File: src/rtl/tap_pkg.sv
package tap_pkg;

    typedef enum logic [3:0] {
        ST_DR_EX2   = 4'h0,
        ST_DR_EX1   = 4'h1,
        ST_DR_SHIFT = 4'h2,
        ST_DR_PAUSE = 4'h3,
        ST_IR_SEL   = 4'h4,
        ST_DR_UPD   = 4'h5,
        ST_DR_CAP   = 4'h6,
        ST_DR_SEL   = 4'h7,
        ST_IR_EX2   = 4'h8,
        ST_IR_EX1   = 4'h9,
        ST_IR_SHIFT = 4'hA,
        ST_IR_PAUSE = 4'hB,
        ST_IDLE     = 4'hC,
        ST_IR_UPD   = 4'hD,
        ST_IR_CAP   = 4'hE,
        ST_RESET    = 4'hF
    } tap_state_e;

    typedef struct packed {
        logic cap_dr;
        logic sft_dr;
        logic upd_dr;
        logic cap_ir;
        logic sft_ir;
        logic upd_ir;
        logic in_reset;
    } tap_ctl_t;

    function automatic tap_state_e tap_next(input tap_state_e s, input logic tms);
        tap_state_e n;
        case (s)
            ST_RESET:    n = tms ? ST_RESET    : ST_IDLE;
            ST_IDLE:     n = tms ? ST_DR_SEL   : ST_IDLE;
            ST_DR_SEL:   n = tms ? ST_IR_SEL   : ST_DR_CAP;
            ST_DR_CAP:   n = tms ? ST_DR_EX1   : ST_DR_SHIFT;
            ST_DR_SHIFT: n = tms ? ST_DR_EX1   : ST_DR_SHIFT;
            ST_DR_EX1:   n = tms ? ST_DR_UPD   : ST_DR_PAUSE;
            ST_DR_PAUSE: n = tms ? ST_DR_EX2   : ST_DR_PAUSE;
            ST_DR_EX2:   n = tms ? ST_DR_UPD   : ST_DR_SHIFT;
            ST_DR_UPD:   n = tms ? ST_DR_SEL   : ST_IDLE;
            ST_IR_SEL:   n = tms ? ST_RESET    : ST_IR_CAP;
            ST_IR_CAP:   n = tms ? ST_IR_EX1   : ST_IR_SHIFT;
            ST_IR_SHIFT: n = tms ? ST_IR_EX1   : ST_IR_SHIFT;
            ST_IR_EX1:   n = tms ? ST_IR_UPD   : ST_IR_PAUSE;
            ST_IR_PAUSE: n = tms ? ST_IR_EX2   : ST_IR_PAUSE;
            ST_IR_EX2:   n = tms ? ST_IR_UPD   : ST_IR_SHIFT;
            ST_IR_UPD:   n = tms ? ST_DR_SEL   : ST_IDLE;
            default:     n = ST_RESET;
        endcase
        return n;
    endfunction

    function automatic tap_ctl_t tap_decode(input tap_state_e s);
        tap_ctl_t c;
        c.cap_dr   = (s == ST_DR_CAP);
        c.sft_dr   = (s == ST_DR_SHIFT);
        c.upd_dr   = (s == ST_DR_UPD);
        c.cap_ir   = (s == ST_IR_CAP);
        c.sft_ir   = (s == ST_IR_SHIFT);
        c.upd_ir   = (s == ST_IR_UPD);
        c.in_reset = (s == ST_RESET);
        return c;
    endfunction

endpackage

File: src/rtl/tap_fsm.sv
module tap_fsm
    import tap_pkg::*;
(
    input  logic       tck,
    input  logic       rst,
    input  logic       tms,
    output tap_state_e state,
    output tap_ctl_t   ctl
);

    always_ff @(posedge tck) begin
        if (rst) state <= ST_RESET;
        else     state <= tap_next(state, tms);
    end

    assign ctl = tap_decode(state);


    reset_hold_chk: assert property (@(posedge tck) disable iff (rst)
        (ctl.in_reset && tms) |=> ctl.in_reset);


    dr_shift_stay_chk: assert property (@(posedge tck) disable iff (rst)
        (ctl.sft_dr && !tms) |=> ctl.sft_dr);


    strobe_onehot_chk: assert property (@(posedge tck) disable iff (rst)
        $onehot0(ctl));

endmodule

File: src/rtl/tap_ir.sv
module tap_ir #(
    parameter int unsigned         IR_W       = 3,
    parameter logic [IR_W-1:0]     IR_CAPTURE = 3'b100,
    parameter logic [IR_W-1:0]     IR_IDCODE  = 3'b001
) (
    input  logic            tck,
    input  logic            rst,
    input  logic            tdi,
    input  logic            cap,
    input  logic            sft,
    input  logic            upd,
    input  logic            in_reset,
    output logic            ir_lsb,
    output logic [IR_W-1:0] instr
);

    logic [IR_W-1:0] ir_sr;

    generate
        if (IR_W > 1) begin : g_wide
            always_ff @(posedge tck) begin
                if (rst)      ir_sr <= '0;
                else if (cap) ir_sr <= IR_CAPTURE;
                else if (sft) ir_sr <= {tdi, ir_sr[IR_W-1:1]};
            end
        end else begin : g_single
            always_ff @(posedge tck) begin
                if (rst)      ir_sr <= '0;
                else if (cap) ir_sr <= IR_CAPTURE;
                else if (sft) ir_sr <= tdi;
            end
        end
    endgenerate

    always_ff @(negedge tck) begin
        if (rst || in_reset) instr <= IR_IDCODE;
        else if (upd)        instr <= ir_sr;
    end

    assign ir_lsb = ir_sr[0];


    capture_load_chk: assert property (@(posedge tck) disable iff (rst)
        cap |=> (ir_sr == IR_CAPTURE));


    instr_hold_chk: assert property (@(negedge tck) disable iff (rst)
        $past(rst) || $past(upd) || $past(in_reset) || $stable(instr));

endmodule

File: src/rtl/tap_tdo.sv
module tap_tdo (
    input  logic tck,
    input  logic rst,
    input  logic sft_ir,
    input  logic sft_dr,
    input  logic ir_lsb,
    input  logic dr_so,
    output logic tdo,
    output logic tdo_oe
);

    always_ff @(negedge tck) begin
        if (rst) begin
            tdo    <= 1'b0;
            tdo_oe <= 1'b0;
        end else begin
            tdo_oe <= sft_ir | sft_dr;
            if (sft_ir)      tdo <= ir_lsb;
            else if (sft_dr) tdo <= dr_so;
        end
    end


    oe_window_chk: assert property (@(negedge tck) disable iff (rst)
        $past(rst) || (tdo_oe == ($past(sft_ir) || $past(sft_dr))));


    ir_out_chk: assert property (@(negedge tck) disable iff (rst)
        (!$past(rst) && $past(sft_ir)) |-> (tdo == $past(ir_lsb)));

endmodule

File: src/rtl/jtag_tap.sv
module jtag_tap
    import tap_pkg::*;
#(
    parameter int unsigned     IR_W       = 3,
    parameter logic [IR_W-1:0] IR_CAPTURE = 3'b100,
    parameter logic [IR_W-1:0] IR_IDCODE  = 3'b001
) (
    input  logic            tck,
    input  logic            rst,
    input  logic            tms,
    input  logic            tdi,
    input  logic            dr_so,
    output logic            tdo,
    output logic            tdo_oe,
    output logic [IR_W-1:0] instr,
    output logic [3:0]      tap_state,
    output logic            capture_dr,
    output logic            shift_dr,
    output logic            update_dr,
    output logic            capture_ir,
    output logic            shift_ir,
    output logic            update_ir,
    output logic            logic_reset
);

    tap_state_e state;
    tap_ctl_t   ctl;
    logic       ir_lsb;

    tap_fsm u_fsm (
        .tck   (tck),
        .rst   (rst),
        .tms   (tms),
        .state (state),
        .ctl   (ctl)
    );

    tap_ir #(
        .IR_W       (IR_W),
        .IR_CAPTURE (IR_CAPTURE),
        .IR_IDCODE  (IR_IDCODE)
    ) u_ir (
        .tck      (tck),
        .rst      (rst),
        .tdi      (tdi),
        .cap      (ctl.cap_ir),
        .sft      (ctl.sft_ir),
        .upd      (ctl.upd_ir),
        .in_reset (ctl.in_reset),
        .ir_lsb   (ir_lsb),
        .instr    (instr)
    );

    tap_tdo u_tdo (
        .tck    (tck),
        .rst    (rst),
        .sft_ir (ctl.sft_ir),
        .sft_dr (ctl.sft_dr),
        .ir_lsb (ir_lsb),
        .dr_so  (dr_so),
        .tdo    (tdo),
        .tdo_oe (tdo_oe)
    );

    assign tap_state   = state;
    assign capture_dr  = ctl.cap_dr;
    assign shift_dr    = ctl.sft_dr;
    assign update_dr   = ctl.upd_dr;
    assign capture_ir  = ctl.cap_ir;
    assign shift_ir    = ctl.sft_ir;
    assign update_ir   = ctl.upd_ir;
    assign logic_reset = ctl.in_reset;

endmodule

File: config.mk
export PLATFORM = sky130hd
export DESIGN_NAME = jtag_tap
export DESIGN_NICKNAME = d
export VERILOG_FILES = /design/src/rtl/tap_pkg.sv /design/src/rtl/tap_fsm.sv /design/src/rtl/tap_ir.sv /design/src/rtl/tap_tdo.sv /design/src/rtl/jtag_tap.sv
export SDC_FILE = /design/constraint.sdc
export NUM_CORES = 1
export LEC_CHECK = 0
export BUFFER_PORTS_ARGS = -buffer_cell sky130_fd_sc_hd__buf_2
export CELL_PAD_IN_SITES_DETAIL_PLACEMENT = 1
export CELL_PAD_IN_SITES_GLOBAL_PLACEMENT = 2
export CORE_ASPECT_RATIO = 0.75
export CORE_MARGIN = 2
export CORE_UTILIZATION = 26
export DETAILED_ROUTE_END_ITERATION = 8
export PLACE_DENSITY_LB_ADDON = 0.2
export SLEW_MARGIN = 20
export SYNTH_ARGS = -nofsm -noshare
export SYNTH_HDL_FRONTEND = slang
export SYNTH_SLANG_ARGS = --single-unit
File: constraint.sdc
create_clock -name tck -period 1.19 [get_ports tck]
set_input_delay 0.0595 -clock tck [delete_from_list [all_inputs] [get_ports tck]]
set_output_delay 0.0595 -clock tck [all_outputs]
set_load 0.01 [all_outputs]
Word level (Yosys, flattened, before mapping)
Cells that the tools add are included.
{"block": "word_totals", "reg_bits": 12, "elab_cells": 47, "output_inout_bits": 16}
{"block": "classes", "n_bitwise": 1, "reduce_logical": 8, "muxes": 17, "n_eq_ne": 15}
{"op": "$pmux 4 s12", "count": 1}
{"op": "$eq 4x4->1 const B", "count": 8}
{"op": "$mux 3", "count": 6}
{"op": "$eq 4x3->1 const B", "count": 4}
{"op": "$mux 2", "count": 6}
{"op": "$eq 4x2->1 const B", "count": 2}
{"op": "$reduce_or 2->1", "count": 3}
{"op": "$eq 4x1->1 const B", "count": 1}
{"op": "$logic_not 4->1", "count": 1}
{"op": "$mux 4", "count": 1}
{"op": "$reduce_bool 2->1", "count": 2}
{"op": "$mux 1", "count": 3}
{"op": "$reduce_or 3->1", "count": 1}
{"op": "$logic_or 1x1->1", "count": 1}
{"op": "$or 1x1->1", "count": 1}

Logic depth before layout (Yosys ltp)
Gate-level depths: netlist (run 1).
{"block": "depth", "depth_word": 3, "mapped_depth": 4}

Hierarchy
A second synthesis (run 1) with hierarchy kept.
{"block": "unflattened", "hier_cells": 64, "hier_area_um2": 566.8}
{"mod": "tap_fsm", "area_per_inst_um2": 262.8, "n_inst": 1, "cells_per_inst": 34, "seq_area_each_um2": 80.1}
{"mod": "tap_ir", "area_per_inst_um2": 220.2, "n_inst": 1, "cells_per_inst": 21, "seq_area_each_um2": 120.1}
{"mod": "tap_tdo", "area_per_inst_um2": 83.8, "n_inst": 1, "cells_per_inst": 9, "seq_area_each_um2": 40.0}

==> flow_summary.yaml, run 1 <==
pwr:
  clock_power_share: 0.335
  intPower_mw: 0.898
  power.net_switching_mw: 0.388
  seqPwrFrac: 0.362
  comb_power_share: 0.304
  switching_share: 0.302
  leakage_nw: 0.465
  power_density_nw_per_um2: 1300
  ir_drop_uv: 622
global_route:
  grt_pass1_wl_um: 2630
  track_usage: 0.132
  grt_overflow: 0
  antenna_found_initial: 0
  grt_max_degree: 11
  grt_pass1_vias: 576
finish:
  antenna-diode-count: 0
  area_growth_pct: 58.8
  instances_no_fill: 144
  n_fill_cell: 294
  fin_area_um2: 990
  drive_gt1_frac: 0.527
  postLayoutCoreUtil: 0.432
  final_nets: 116
route:
  vias: 610
  drtIter0Drc: 4
  dr.pass1.iters: 4
  vias_per_cell: 4.24
  wl_per_cell_um: 10.9
  drc: 0
  wl_um: 1580
  ant_nets: 0
critical_path:
  worstPathRequired_ns: 1.13
  reg2reg_depth: 3
  crit_start: "u_ir.instr[2]"
  r2r-start: "u_fsm.state[2]"
  worst-r2r-setup-slack_ns: -0.24
  cp_slowest_stage_delay_ns: 0.32
  cp.depth: 1
  cp_top_family: "flip-flops"
  start_kind: "register"
  worstSetupPathType: "reg -> out"
  reg2reg_to: "u_ir.instr[2]"
  cp_max_fo: 2
  crit_path_end_kind: "output pin"
  crit_slowest_cell: "dfxtp_1"
  cp_num_buf_inv: 1
  crit_arrival_ns: 1.37
  crit_chain: "buf_2"
  worst_setup_path_endpoint: "instr[2]"
synth:
  synth.area.top_cells: "dfxtp_1 39%, nand3b_1 6.0%, nor2_1 5.4%"
  synth.largest_area_cell: "dfxtp_1"
  yosys.cell_count.top_type: "dfxtp_1"
  synth_common_cells: "12 x dfxtp_1, 9 x nor2_1, 8 x nand2_1"
  synth_nets: 78
  ys_types: 28
  synth-main-ff-cell: "dfxtp_1"
  async_reset_ff_frac: 0
  syn_area_per_cell_um2: 8.54
  yosysWarningCount: 0
  ys_ff_latch: 12
  synth_area_um2: 623
  postSynthCellCount: 73
  synth_largest_type_area_fraction: 0.386
  seq_area_frac_synth: 0.386
  synth_edf_count: 0
cts:
  clockBufferDepth: 2
  clockRootBuffer: "clkbuf_4"
  cts_tree: "done"
  cts_buffers: 3
  clock_sinks: 12
  clk_pin_slew_ns: 0.08
  cts_hold_buf: 0
  clk_latency_ns: 0.34
  h-tree-depth: 1
outcome:
  violations: "negative setup slack"
  status: "finished, violations left"
timing:
  rsz0062_at_grt: "yes"
  fin_skew_ns: 0.0627
  tightest_slew_ns: 0.169
  hold_viol: 0
  worst_slack_ns: -0.240
  whs_ns: 0.0542
  setup_viol: 16
  drv_slew: 0
  relSlewSlack: 0.884
  fin_tns_setup_ns: -2.68
floorplan:
  initial_utilization: 0.272
  coreArea_um2: 2290
  num_io_pins: 21
  die_w_um: 60.5
  fp.dieH_um: 46.4
  rows: 15
  die_area_um2: 2810
placed_design:
  dpl_cell_area_um2: 833
  dp.cells: 135
  place.gp.congestion: 0.701
  io_buffers: 20
  place_hpwl_um: 1190
flow_run:
  drv_cap: 0
worst_hold_path:
  hold_path_class: "in -> reg"
-- logic make-up after synthesis --
kind of cell	share of synthesized area
AO/OA/AOI/OAI	0.104
buffers and inverters	0.0743
flip-flops	0.386
multiplexers	0.0482
AND/OR/NAND/NOR	0.388
-- sequential cells by signal, summed over array words and instances, names as in the netlist --
signal	cells
u_fsm.state	4
u_ir.ir_sr	3
u_tdo.tdo_oe	1
u_tdo.tdo	1
u_ir.instr	3
-- placed cells by master, fill, tap and decap left out, types with 3 or more instances in the layout --
master    synthesis  final
a21oi_1           5      4
buf_2             1     15
buf_4             0     11
buf_6             3      8
clkbuf_4          0      3
dfxtp_1          12      6
dfxtp_2           0      3
dfxtp_4           0      3
inv_1             1      5
mux2i_1           3      3
nand2_1           8      7
nand3b_1          5      5
nor2_1            9      8
nor3_1            5      3
-- tightest hold or removal path: stages --
cell,delay (ns)
buf_2,0.08
nor3_1,0.04
nor3_1,0.11
-- metrics by stage --
stage / total power, mW / worst slack [ns]
floorplan: 0.708 / -0.315
detailed placement: 0.828 / -0.310
global route: 1.38 / -0.308
CTS: 1.26 / -0.252
global placement: 0.822 / -0.272
finish: 1.29 / -0.240
-- per-layer routing --
layer / global-route usage / vias to the layer above / wire length, um
li1: - / 321 / -
met1: 0.182 / 269 / 825
met2: 0.191 / 16 / 642
met3: 0.0590 / 4 / 90
met4: 0.0261 / 0 / 16
met5: 0 / - / 0
-- area by class of cell --
cell class,instances,area [um^2],share of cell area
Multi-Input combinational cell,55,385,0.389
Sequential cell,12,255,0.258
Timing Repair Buffer,34,248,0.250
Tap cell,34,42.5,0.0430
Clock inverter,6,36.3,0.0367
Clock buffer,3,22.5,0.0228
-- what timing repair did --
item                       4_1_cts  5_1_grt
setup buffers                    0        1
gates cloned                     0        0
pin swaps                        3        2
setup endpoints to repair       16       16
resized for setup               14        9
-- worst min-delay path by stage --
stage                     cells past startpoint  slack (ns)        endpoint  start
after floorplan                               1        0.16  u_fsm.state[2]    rst
after global placement                        3        0.35   u_ir.ir_sr[2]    tdi
after detailed placement                      3        0.35   u_ir.ir_sr[2]    tdi
after CTS                                     3        0.06   u_ir.ir_sr[2]    tdi
after global routing                          2        0.09  u_fsm.state[0]    tms
final                                         3        0.05   u_ir.ir_sr[2]    tdi
-- power groups by stage --
| stage | registers (mW) | logic, mW | clock network, mW |
|---|---|---|---|
| after floorplan | 0.478 | 0.199 | 0.0313 |
| after global placement | 0.469 | 0.322 | 0.0313 |
| after detailed placement | 0.471 | 0.325 | 0.0313 |
| after CTS | 0.466 | 0.352 | 0.441 |
| after global routing | 0.471 | 0.430 | 0.482 |
| final | 0.465 | 0.390 | 0.430 |
Power figures use the tool's default switching activity.
==> inputs of run 2 (changes only) <==
==> constraint.sdc (replaced) <==
create_clock -name tck -period 1.19 [get_ports tck]
set_input_delay 0.238 -clock tck [delete_from_list [all_inputs] [get_ports tck]]
set_output_delay 0.238 -clock tck [all_outputs]
set_load 0.01 [all_outputs]
==> flow_summary.yaml, run 2 (synthesis results as in run 1) <==
finish:
  drive_gt1_frac: 0.628
  antenna-diode-count: 0
  fin_area_um2: 1180
  largest_registers: "u_fsm.state: 4 flops, u_ir.instr: 3 flops, u_ir.ir_sr: 3 flops"
  final_common_cell: "buf_6"
  final_cell_mix: "20 x buf_6, 14 x buf_4, 9 x buf_2"
  final_nets: 127
  largest_reg_flops: 4
  area_growth_pct: 88.8
  top_register: "u_fsm.state"
  instances_no_fill: 155
floorplan:
  coreArea_um2: 2290
  fp.dieH_um: 46.4
  die_area_um2: 2810
  num_io_pins: 21
  rows: 15
  die_w_um: 60.5
  initial_utilization: 0.272
timing:
  whs_ns: 0.281
  relSlewSlack: 0.859
  setup_viol: 19
  tightest_slew_ns: 0.206
  drv_slew: 0
  fin_skew_ns: 0.0735
  rsz0062_at_grt: "yes"
  hold_viol: 0
  worst_slack_ns: -0.413
global_route:
  grt_pass1_wl_um: 3130
  track_usage: 0.157
  antenna_found_initial: 0
  grt_overflow: 0
  grt_max_degree: 10
  grt_pass1_vias: 674
cts:
  clockBufferDepth: 2
  cts_hold_buf: 0
  h-tree-depth: 1
  clk_latency_ns: 0.34
  clock_sinks: 12
  clockRootBuffer: "clkbuf_4"
  clk_pin_slew_ns: 0.07
  cts_buffers: 3
  cts_tree: "done"
route:
  ant_nets: 0
  wl_um: 2110
  drc: 0
  vias: 692
  drtIter0Drc: 10
  dr.pass1.iters: 4
  vias_per_cell: 4.46
  wl_per_cell_um: 13.6
pwr:
  power_density_nw_per_um2: 1220
  ir_drop_uv: 534
  leakage_nw: 0.551
  power_mw: 1.43
critical_path:
  worstPathRequired_ns: 0.95
  crit_chain: "buf_6"
  crit_arrival_ns: 1.36
  r2r-start: "u_fsm.state[3]"
  worst-r2r-setup-slack_ns: -0.25
  cp_max_fo: 2
  reg2reg_depth: 3
  reg2reg_to: "u_ir.instr[2]"
  cp.depth: 1
  cp_top_family: "flip-flops"
  crit_path_end_kind: "output pin"
  cp_num_buf_inv: 1
  cp_slowest_stage_delay_ns: 0.32
  crit_slowest_cell: "dfxtp_2"
  start_kind: "register"
  worstSetupPathType: "reg -> out"
flow_run:
  drv_cap: 0
worst_hold_path:
  hold_end: "u_ir.ir_sr[2]"
  hold_depth: 3
  hold_path_class: "in -> reg"
  hold_start: "tdi"
placed_design:
  dpl_cell_area_um2: 856
  place_hpwl_um: 1300
  io_buffers: 20
  place.gp.congestion: 0.697
  post-place-ws_ns: -0.301
  dp.cells: 138
outcome:
  violations: "negative setup slack"
  status: "finished, violations left"
[run 2: cell count changes in the layout (fill, tap and decap cells not counted), moves of 2 or more]
cell | previous run | this run
dfxtp_2 | 3 | 6
dfxtp_1 | 6 | 3
buf_2 | 15 | 9
nand2_4 | 0 | 2
buf_8 | 0 | 2
buf_4 | 11 | 14
buf_6 | 8 | 20
nand2_1 | 7 | 5
[run 2: what timing repair did]
action	CTS	global route
gates cloned	0	0
pin swaps	5	10
setup buffers	6	6
gates resized for setup	30	23
setup endpoints to repair	21	27
[run 2: layout make-up]
type                            instances  area (um^2)
Clock buffer                            3         22.5
Tap cell                               34         42.5
Sequential cell                        12          259
Clock inverter                          6         36.3
Timing Repair Buffer                   45          405
Fill cell                             278         1110
Multi-Input combinational cell         55          410
[run 2: where the power goes]
| group | leakage, nW | switching (mW) | internal [mW] |
|---|---|---|---|
| Combinational | 0.398 | 0.220 | 0.302 |
| Sequential | 0.0996 | 0.0368 | 0.435 |
| Clock | 0.0532 | 0.185 | 0.252 |
| Total | 0.551 | 0.441 | 0.988 |
[run 2: metal layers]
metal	up-vias	wire, um	track usage
li1	348	-	-
met5	-	0	0
met3	2	82	0.0506
met1	327	979	0.215
met2	15	1040	0.248
met4	0	8	0.0261
[run 2: through the flow]
stage / utilization / setup TNS, ns
after floorplan: - / -1.45
after global placement: 0.374 / -1.60
after detailed placement: 0.374 / -1.83
after CTS: 0.473 / -5.06
after global routing: 0.514 / -6.04
final: 0.514 / -4.89
[run 2: how the worst max path moves through the flow]
stage	from	endpoint	slack, ns
final	u_ir.instr[2]	instr[2]	-0.41
after floorplan	u_fsm.state[0]	u_tdo.tdo	-0.32
after CTS	u_ir.instr[2]	instr[2]	-0.42
after detailed placement	u_fsm.state[0]	u_ir.instr[2]	-0.30
after global routing	u_ir.instr[2]	instr[2]	-0.46
after global placement	u_fsm.state[1]	u_tdo.tdo	-0.28
